File: src/rtl/lsc_pkg.sv
package lsc_pkg;
  localparam int unsigned LAG = 2;

  typedef enum logic [1:0] {
    ST_IDLE  = 2'd0,
    ST_HOLD  = 2'd1,
    ST_PULSE = 2'd2
  } rec_st_e;
endpackage

File: src/rtl/lsc_delay_line.sv
module lsc_delay_line #(
  parameter int unsigned W     = 8,
  parameter int unsigned DEPTH = 2
) (
  input  logic         clk_i,
  input  logic         rst_ni,
  input  logic [W-1:0] d_i,
  output logic [W-1:0] q_o
);
  logic [W-1:0] stage_q [DEPTH];

  for (genvar g = 0; g < DEPTH; g++) begin : g_stage
    if (g == 0) begin : g_first
      always_ff @(posedge clk_i or negedge rst_ni) begin
        if (!rst_ni) stage_q[g] <= '0;
        else         stage_q[g] <= d_i;
      end
    end else begin : g_next
      always_ff @(posedge clk_i or negedge rst_ni) begin
        if (!rst_ni) stage_q[g] <= '0;
        else         stage_q[g] <= stage_q[g-1];
      end
    end
  end

  assign q_o = stage_q[DEPTH-1];
endmodule

File: src/rtl/lsc_compare.sv
module lsc_compare #(
  parameter int unsigned ADDR_W = 32,
  parameter int unsigned DATA_W = 32,
  parameter int unsigned GPIO_W = 4
) (
  input  logic              clk_i,
  input  logic              rst_ni,
  input  logic              clr_i,
  input  logic [ADDR_W-1:0] l_addr_i,
  input  logic [DATA_W-1:0] l_wdata_i,
  input  logic              l_we_i,
  input  logic              l_re_i,
  input  logic [GPIO_W-1:0] l_gpio_i,
  input  logic [ADDR_W-1:0] t_addr_i,
  input  logic [DATA_W-1:0] t_wdata_i,
  input  logic              t_we_i,
  input  logic              t_re_i,
  input  logic [GPIO_W-1:0] t_gpio_i,
  output logic              valid_o,
  output logic              mismatch_o
);
  localparam int unsigned WC_W = $clog2(lsc_pkg::LAG + 1);
  localparam logic [WC_W-1:0] WC_FULL = WC_W'(lsc_pkg::LAG);

  logic [WC_W-1:0] warm_q;
  logic            strobe_diff, addr_diff, data_diff, gpio_diff;

  // count loaded edges since last clear
  always_ff @(posedge clk_i or negedge rst_ni) begin
    if (!rst_ni)              warm_q <= '0;
    else if (clr_i)           warm_q <= '0;
    else if (warm_q != WC_FULL) warm_q <= warm_q + 1'b1;
  end

  assign valid_o = (warm_q == WC_FULL) && !clr_i;

  always_comb begin
    strobe_diff = (l_we_i != t_we_i) || (l_re_i != t_re_i);
    gpio_diff   = (l_gpio_i != t_gpio_i);
    addr_diff   = (t_we_i || t_re_i) && (l_addr_i != t_addr_i);
    data_diff   = t_we_i && (l_wdata_i != t_wdata_i);
  end

  assign mismatch_o = valid_o && (strobe_diff || gpio_diff || addr_diff || data_diff);

  a_r7_no_cmp_after_clr: assert property (@(posedge clk_i) disable iff (!rst_ni)
    clr_i |=> !valid_o);
  a_r7_no_mismatch_in_clr: assert property (@(posedge clk_i) disable iff (!rst_ni)
    clr_i |-> !mismatch_o);
endmodule

File: src/rtl/lsc_recovery.sv
module lsc_recovery #(
  parameter int unsigned HOLD_CNT = 16,
  parameter int unsigned RST_LEN  = 4,
  parameter int unsigned FCNT_W   = 8
) (
  input  logic              clk_i,
  input  logic              rst_ni,
  input  logic              man_rst_i,
  input  logic              mismatch_i,
  output logic              fault_o,
  output logic              pulse_o,
  output logic [FCNT_W-1:0] fcnt_o
);
  import lsc_pkg::*;

  localparam int unsigned HC_W = $clog2(HOLD_CNT + 1);
  localparam int unsigned PC_W = $clog2(RST_LEN + 1);
  localparam logic [HC_W-1:0] HOLD_LAST = HC_W'(HOLD_CNT - 1);
  localparam logic [PC_W-1:0] PULSE_LAST = PC_W'(RST_LEN - 1);

  rec_st_e           st_q;
  logic [HC_W-1:0]   hold_q;
  logic [PC_W-1:0]   pcnt_q;
  logic [FCNT_W-1:0] fcnt_q;

  always_ff @(posedge clk_i or negedge rst_ni) begin
    if (!rst_ni) begin
      st_q   <= ST_IDLE;
      hold_q <= '0;
      pcnt_q <= '0;
      fcnt_q <= '0;
    end else if (man_rst_i) begin
      st_q   <= ST_IDLE;
      hold_q <= '0;
      pcnt_q <= '0;
    end else begin
      unique case (st_q)
        ST_IDLE: begin
          if (mismatch_i) begin
            st_q   <= ST_HOLD;
            hold_q <= '0;
            fcnt_q <= fcnt_q + 1'b1;
          end
        end
        ST_HOLD: begin
          if (hold_q == HOLD_LAST) begin
            st_q   <= ST_PULSE;
            pcnt_q <= '0;
          end else begin
            hold_q <= hold_q + 1'b1;
          end
        end
        ST_PULSE: begin
          if (pcnt_q == PULSE_LAST) begin
            st_q   <= ST_IDLE;
            hold_q <= '0;
          end else begin
            pcnt_q <= pcnt_q + 1'b1;
          end
        end
        default: st_q <= ST_IDLE;
      endcase
    end
  end

  assign fault_o = (st_q != ST_IDLE);
  assign pulse_o = (st_q == ST_PULSE);
  assign fcnt_o  = fcnt_q;

  a_r4_sticky: assert property (@(posedge clk_i) disable iff (!rst_ni)
    (fault_o && !man_rst_i && !(pulse_o && pcnt_q == PULSE_LAST)) |=> fault_o);
  a_r5_pulse_after_hold: assert property (@(posedge clk_i) disable iff (!rst_ni)
    $rose(pulse_o) |-> ($past(hold_q) == HOLD_LAST));
  a_r10_cnt_step: assert property (@(posedge clk_i) disable iff (!rst_ni)
    1'b1 |=> (fcnt_q == $past(fcnt_q)) || (fcnt_q == $past(fcnt_q) + 1'b1));
  a_r10_cnt_only_new: assert property (@(posedge clk_i) disable iff (!rst_ni)
    $past(fault_o) |-> $stable(fcnt_q));
endmodule

File: src/rtl/lockstep_cmp_top.sv
module lockstep_cmp_top #(
  parameter int unsigned ADDR_W   = 32,
  parameter int unsigned DATA_W   = 32,
  parameter int unsigned GPIO_W   = 4,
  parameter int unsigned HOLD_CNT = 16,
  parameter int unsigned RST_LEN  = 4,
  parameter int unsigned FCNT_W   = 8
) (
  input  logic              clk_i,
  input  logic              rst_ni,
  input  logic              man_rst_i,
  input  logic [ADDR_W-1:0] a_addr_i,
  input  logic [DATA_W-1:0] a_wdata_i,
  input  logic              a_we_i,
  input  logic              a_re_i,
  input  logic [GPIO_W-1:0] a_gpio_i,
  input  logic [ADDR_W-1:0] b_addr_i,
  input  logic [DATA_W-1:0] b_wdata_i,
  input  logic              b_we_i,
  input  logic              b_re_i,
  input  logic [GPIO_W-1:0] b_gpio_i,
  output logic              fault_o,
  output logic              sys_rst_o,
  output logic [GPIO_W-1:0] led_o,
  output logic [FCNT_W-1:0] fault_cnt_o
);
  localparam int unsigned PW = 2 + ADDR_W + DATA_W + GPIO_W;

  logic [PW-1:0]     lead_v, lead_d;
  logic [ADDR_W-1:0] ld_addr;
  logic [DATA_W-1:0] ld_wdata;
  logic              ld_we, ld_re;
  logic [GPIO_W-1:0] ld_gpio;
  logic              cmp_valid, mismatch, pulse;

  assign lead_v = {a_we_i, a_re_i, a_addr_i, a_wdata_i, a_gpio_i};

  lsc_delay_line #(.W(PW), .DEPTH(lsc_pkg::LAG)) u_dly (
    .clk_i (clk_i),
    .rst_ni(rst_ni),
    .d_i   (lead_v),
    .q_o   (lead_d)
  );

  assign {ld_we, ld_re, ld_addr, ld_wdata, ld_gpio} = lead_d;

  lsc_compare #(.ADDR_W(ADDR_W), .DATA_W(DATA_W), .GPIO_W(GPIO_W)) u_cmp (
    .clk_i     (clk_i),
    .rst_ni    (rst_ni),
    .clr_i     (sys_rst_o),
    .l_addr_i  (ld_addr),
    .l_wdata_i (ld_wdata),
    .l_we_i    (ld_we),
    .l_re_i    (ld_re),
    .l_gpio_i  (ld_gpio),
    .t_addr_i  (b_addr_i),
    .t_wdata_i (b_wdata_i),
    .t_we_i    (b_we_i),
    .t_re_i    (b_re_i),
    .t_gpio_i  (b_gpio_i),
    .valid_o   (cmp_valid),
    .mismatch_o(mismatch)
  );

  lsc_recovery #(.HOLD_CNT(HOLD_CNT), .RST_LEN(RST_LEN), .FCNT_W(FCNT_W)) u_rec (
    .clk_i     (clk_i),
    .rst_ni    (rst_ni),
    .man_rst_i (man_rst_i),
    .mismatch_i(mismatch),
    .fault_o   (fault_o),
    .pulse_o   (pulse),
    .fcnt_o    (fault_cnt_o)
  );

  assign sys_rst_o = pulse | man_rst_i;
  assign led_o     = ld_gpio & b_gpio_i;

  a_r2_aligned: assert property (@(posedge clk_i) disable iff (!rst_ni)
    cmp_valid |-> (lead_d == $past(lead_v, lsc_pkg::LAG)));
  a_r8_man_clears: assert property (@(posedge clk_i) disable iff (!rst_ni)
    man_rst_i |=> !fault_o);
  a_r8_man_to_rst: assert property (@(posedge clk_i) disable iff (!rst_ni)
    man_rst_i |-> sys_rst_o);
endmodule

File: config.mk
export PLATFORM = sky130hd
export DESIGN_NAME = lockstep_cmp_top
export DESIGN_NICKNAME = d
export VERILOG_FILES = /design/src/rtl/lsc_pkg.sv /design/src/rtl/lsc_delay_line.sv /design/src/rtl/lsc_compare.sv /design/src/rtl/lsc_recovery.sv /design/src/rtl/lockstep_cmp_top.sv
export SDC_FILE = /design/constraint.sdc
export NUM_CORES = 1
export LEC_CHECK = 0
export ABC_CLOCK_PERIOD_IN_PS = 2200
export BUFFER_PORTS_ARGS = -buffer_cell sky130_fd_sc_hd__buf_4
export CORE_MARGIN = 4
export CORE_UTILIZATION = 46
export CTS_CLUSTER_SIZE = 40
export DETAILED_ROUTE_END_ITERATION = 8
export PLACE_DENSITY = 0.75
export SETUP_SLACK_MARGIN = 0.4
export SLEW_MARGIN = 40
export SYNTH_ARGS = -nofsm -noshare
export SYNTH_HDL_FRONTEND = slang
export SYNTH_SLANG_ARGS = --single-unit
File: constraint.sdc
create_clock -name clk_i -period 2.2 [get_ports clk_i]
set_clock_uncertainty 0.2 [all_clocks]
set_input_delay 0.44 -clock clk_i [delete_from_list [all_inputs] [get_ports clk_i]]
set_output_delay 0.44 -clock clk_i [all_outputs]
set_load 0.01 [all_outputs]
==> impl_metrics.env <==
export IMPL_status="complete, but fails checks"
export IMPL_violations="negative setup slack"
export IMPL_r2r_setup_slack_ns=-0.12
export IMPL_maxCapViolations=0
export IMPL_maxSlewHeadroom_pct=60.1
export IMPL_die_height_um=116
export IMPL_core_area_um2=11400
export IMPL_critPathBufInv=0
export IMPL_cts_buffer_depth=2
export IMPL_powerDensity_nw_per_um2=894
export IMPL_synthTopCellsByArea="dfrtp_1 75%, xor2_1 12%, ha_1 2.3%"
export IMPL_setup_viol=13
export IMPL_hp_class="register to register"
export IMPL_layout_drive_gt1_share_pct=40.9
export IMPL_synth_common_cells="160 x dfrtp_1, 72 x xor2_1, 16 x nor4_1, 12 x nor2_1, 10 x ha_1"
export IMPL_rows=39
export IMPL_worst_slack_ns=-0.121
export IMPL_gp_congestion=0.777
export IMPL_clk_latency_ns=0.42
export IMPL_drcViolationCount=0
export IMPL_slowest_stage="or4_4"
export IMPL_yosysMostFrequentCell="dfrtp_1"
export IMPL_critPathMaxFanout=5
export IMPL_cpPeakStageDelay_ns=0.53
export IMPL_dp_worst_setup_slack_ns=-0.413
export IMPL_ys_flop_type="dfrtp_1"
export IMPL_placed_cells=650
export IMPL_ys_seq_elements=160
export IMPL_grt_pass1_wl_um=19600
export IMPL_overflow=0
export IMPL_cp_cell_sequence="ha_4 > or4_4 > o21ai_2 > o221a_4 > nand2_2 > mux2_2"
export IMPL_endpoint_kind="register"
export IMPL_p_leak_nw=4.02
export IMPL_die_area_um2=13400
export IMPL_crit_required_ns=2.31
export IMPL_antenna_found_initial=0
export IMPL_io_pins=157
export IMPL_path_depth=6
export IMPL_initial_core_util_pct=47.0
export IMPL_worstMarginPinSlew_ns=0.594
export IMPL_ys_warnings_count=0
export IMPL_synth_edf_count=0
export IMPL_fin_crit_ns=2.32
export IMPL_vias=3586
export IMPL_synthCells=339
export IMPL_netlist_area_leader_share_pct=75.0
export IMPL_path_class="register to register"
export IMPL_drv_slew=0
export IMPL_grt_pass1_vias=4028
export IMPL_synth_cell_type_count=31
export IMPL_cts_made_buffers=17
export IMPL_vdd_drop_max_uv=778
export IMPL_hold_viol_final=0
export IMPL_timing_rr_end="u_rec.hold_q[4]$_DFFE_PN0P_"
export IMPL_clkSinkCount=160
export IMPL_cts_tree="yes"
export IMPL_ys_async_sr_fraction_pct=100
export IMPL_synth_top_cell_by_area="dfrtp_1"
export IMPL_critPathLaunch="u_dly.q_o[2]$_DFF_PN0_"
export IMPL_reg2reg_depth=6
export IMPL_synth_seq_area_share_pct=75.0
export IMPL_crit_end="u_rec.hold_q[4]$_DFFE_PN0P_"
export IMPL_syn_nets=492
export IMPL_post_route_period_util_pct=105
export IMPL_firstDrtPassIters=4
export IMPL_ant_nets=0
export IMPL_dieWidth_um=116
export IMPL_ctsHtreeMaxLevel=4
export IMPL_clk_pin_slew_ns=0.06
export IMPL_syn_area_um2=5340
export IMPL_worstPathArrival_ns=2.43
export IMPL_startpoint_type="register"
export IMPL_dpl_hpwl_um=7730
export IMPL_antenna_cells=0
export IMPL_rsz0062_at_grt="yes"
export IMPL_drt_iter0_drc=122
export IMPL_grt_max_degree=56
export IMPL_wl_um=12700
export IMPL_syn_avg_cell_area_um2=15.8
export IMPL_cts_root_buf="clkbuf_16"
export IMPL_io_buffer_count=156
export IMPL_fillers=672
export IMPL_num_nets_final=766
export IMPL_grt_use_total_pct=19.8
export IMPL_reg2reg_from="u_dly.q_o[2]$_DFF_PN0_"
export IMPL_clock_fmax_mhz=431
export IMPL_total_power_mw=7.63
export IMPL_via_per_inst=4.66
export IMPL_crit_family="simple AND/OR/NAND/NOR gates"
export IMPL_fin_cells=769
export IMPL_area_growth_pct=59.8
export IMPL_wl_per_cell_um=16.5
-- cells in the final DEF, fill, tap and decap left out, types with 5 or more instances in the layout --
cell / n
buf_4: 171
buf_6: 11
clkbuf_16: 17
dfrtp_1: 159
dlygate4sd3_1: 71
ha_1: 5
inv_1: 7
inv_6: 6
nand2_1: 8
nor2_1: 8
nor4_1: 11
nor4_2: 5
o21ai_1: 6
xor2_1: 72
-- cell type report --
type / instances / area, µm² / share of cell area (%)
well taps: 143 / 179 / 2.10
inverters: 7 / 26.3 / 0.308
repair buffers: 256 / 2180 / 25.5
multi-input cells: 171 / 1540 / 18.0
clock inverters: 14 / 169 / 1.98
clock buffers: 18 / 439 / 5.15
flip-flops and latches: 160 / 4010 / 46.9
-- layer usage --
metal / vias to the layer above / part of all wire (%) / global-route usage, %
met5: - / 0 / 0
met4: 0 / 1.4 / 8.28
met3: 19 / 6.3 / 6.16
met2: 120 / 57 / 35.6
met1: 1763 / 36 / 21.7
li1: 1684 / - / -
-- through the flow --
stage | setup TNS [ns] | cell area [µm²] | util [%] | hold slack, ns
floorplan | 0 | 5390 | - | -0.0556
global placement | -4.45 | 6880 | 60.5 | 0.132
detailed placement | -4.59 | 6880 | 60.5 | 0.135
CTS | -1.85 | 8370 | 73.6 | 0.117
global route | -2.13 | 8540 | 75.1 | 0.138
finish | -1.03 | 8540 | 75.1 | 0.143
-- timing repair --
item | CTS | global route
endpoints found under the setup margin | 19 | 19
hold endpoints to repair | 121 | 0
pin swaps | 15 | 8
buffers inserted | 7 | 8
gates cloned | 1 | 0
gates resized for setup | 28 | 19
hold buffers | 71 | 0
-- registers in the layout (all words and copies together), names as in the netlist --
| register | count |
|---|---|
| u_cmp.warm_q | 2 |
| u_dly.q_o | 70 |
| u_dly.stage_q | 70 |
| u_rec.fcnt_o | 8 |
| u_rec.hold_q | 5 |
| u_rec.pcnt_q | 3 |
| u_rec.st_q | 2 |
-- worst min path at each step --
stage	start	to	slack, ns	cells after the start
detailed placement	u_dly.stage_q[70]$_DFF_PN0_	u_dly.q_o[0]$_DFF_PN0_	0.13	0
global route	man_rst_i	u_rec.st_q[0]$_DFFE_PN0P_	0.14	2
CTS	man_rst_i	u_rec.st_q[0]$_DFFE_PN0P_	0.12	2
finish	u_dly.stage_q[70]$_DFF_PN0_	u_dly.q_o[0]$_DFF_PN0_	0.14	0
floorplan	rst_ni	u_cmp.warm_q[0]$_DFFE_PN0P_	-0.06	0
global placement	u_dly.stage_q[107]$_DFF_PN0_	u_dly.q_o[37]$_DFF_PN0_	0.13	0
-- report_power, final --
| part | total [mW] | leakage (nW) | internal [mW] | switching, mW |
|---|---|---|---|---|
| logic | 1.39 | 1.83 | 0.782 | 0.605 |
| clock network | 2.96 | 0.297 | 1.74 | 1.22 |
| registers | 3.28 | 1.90 | 3.15 | 0.137 |
| total | 7.63 | 4.02 | 5.67 | 1.96 |
-- cells by family (layout without fill, tap and decap cells) --
group | after synthesis | count (layout) | synth area share [%]
fa+ha+maj | 10 | 10 | 2.34
flops | 160 | 160 | 75.0
simple gates | 66 | 66 | 7.21
mux | 3 | 3 | 0.609
buf+inv | 9 | 295 | 0.773
xor+xnor | 74 | 74 | 12.1
compound gates | 17 | 18 | 1.97
-- worst register-to-register path: cells and delay by family (launching register included) --
kind            cells  cell delay, ns
simple gates        2            0.61
compound gates      2            0.47
flops               1            0.41
fa+ha+maj           1            0.24
mux                 1            0.28
Note: power is estimated with default switching activity, not from simulation.
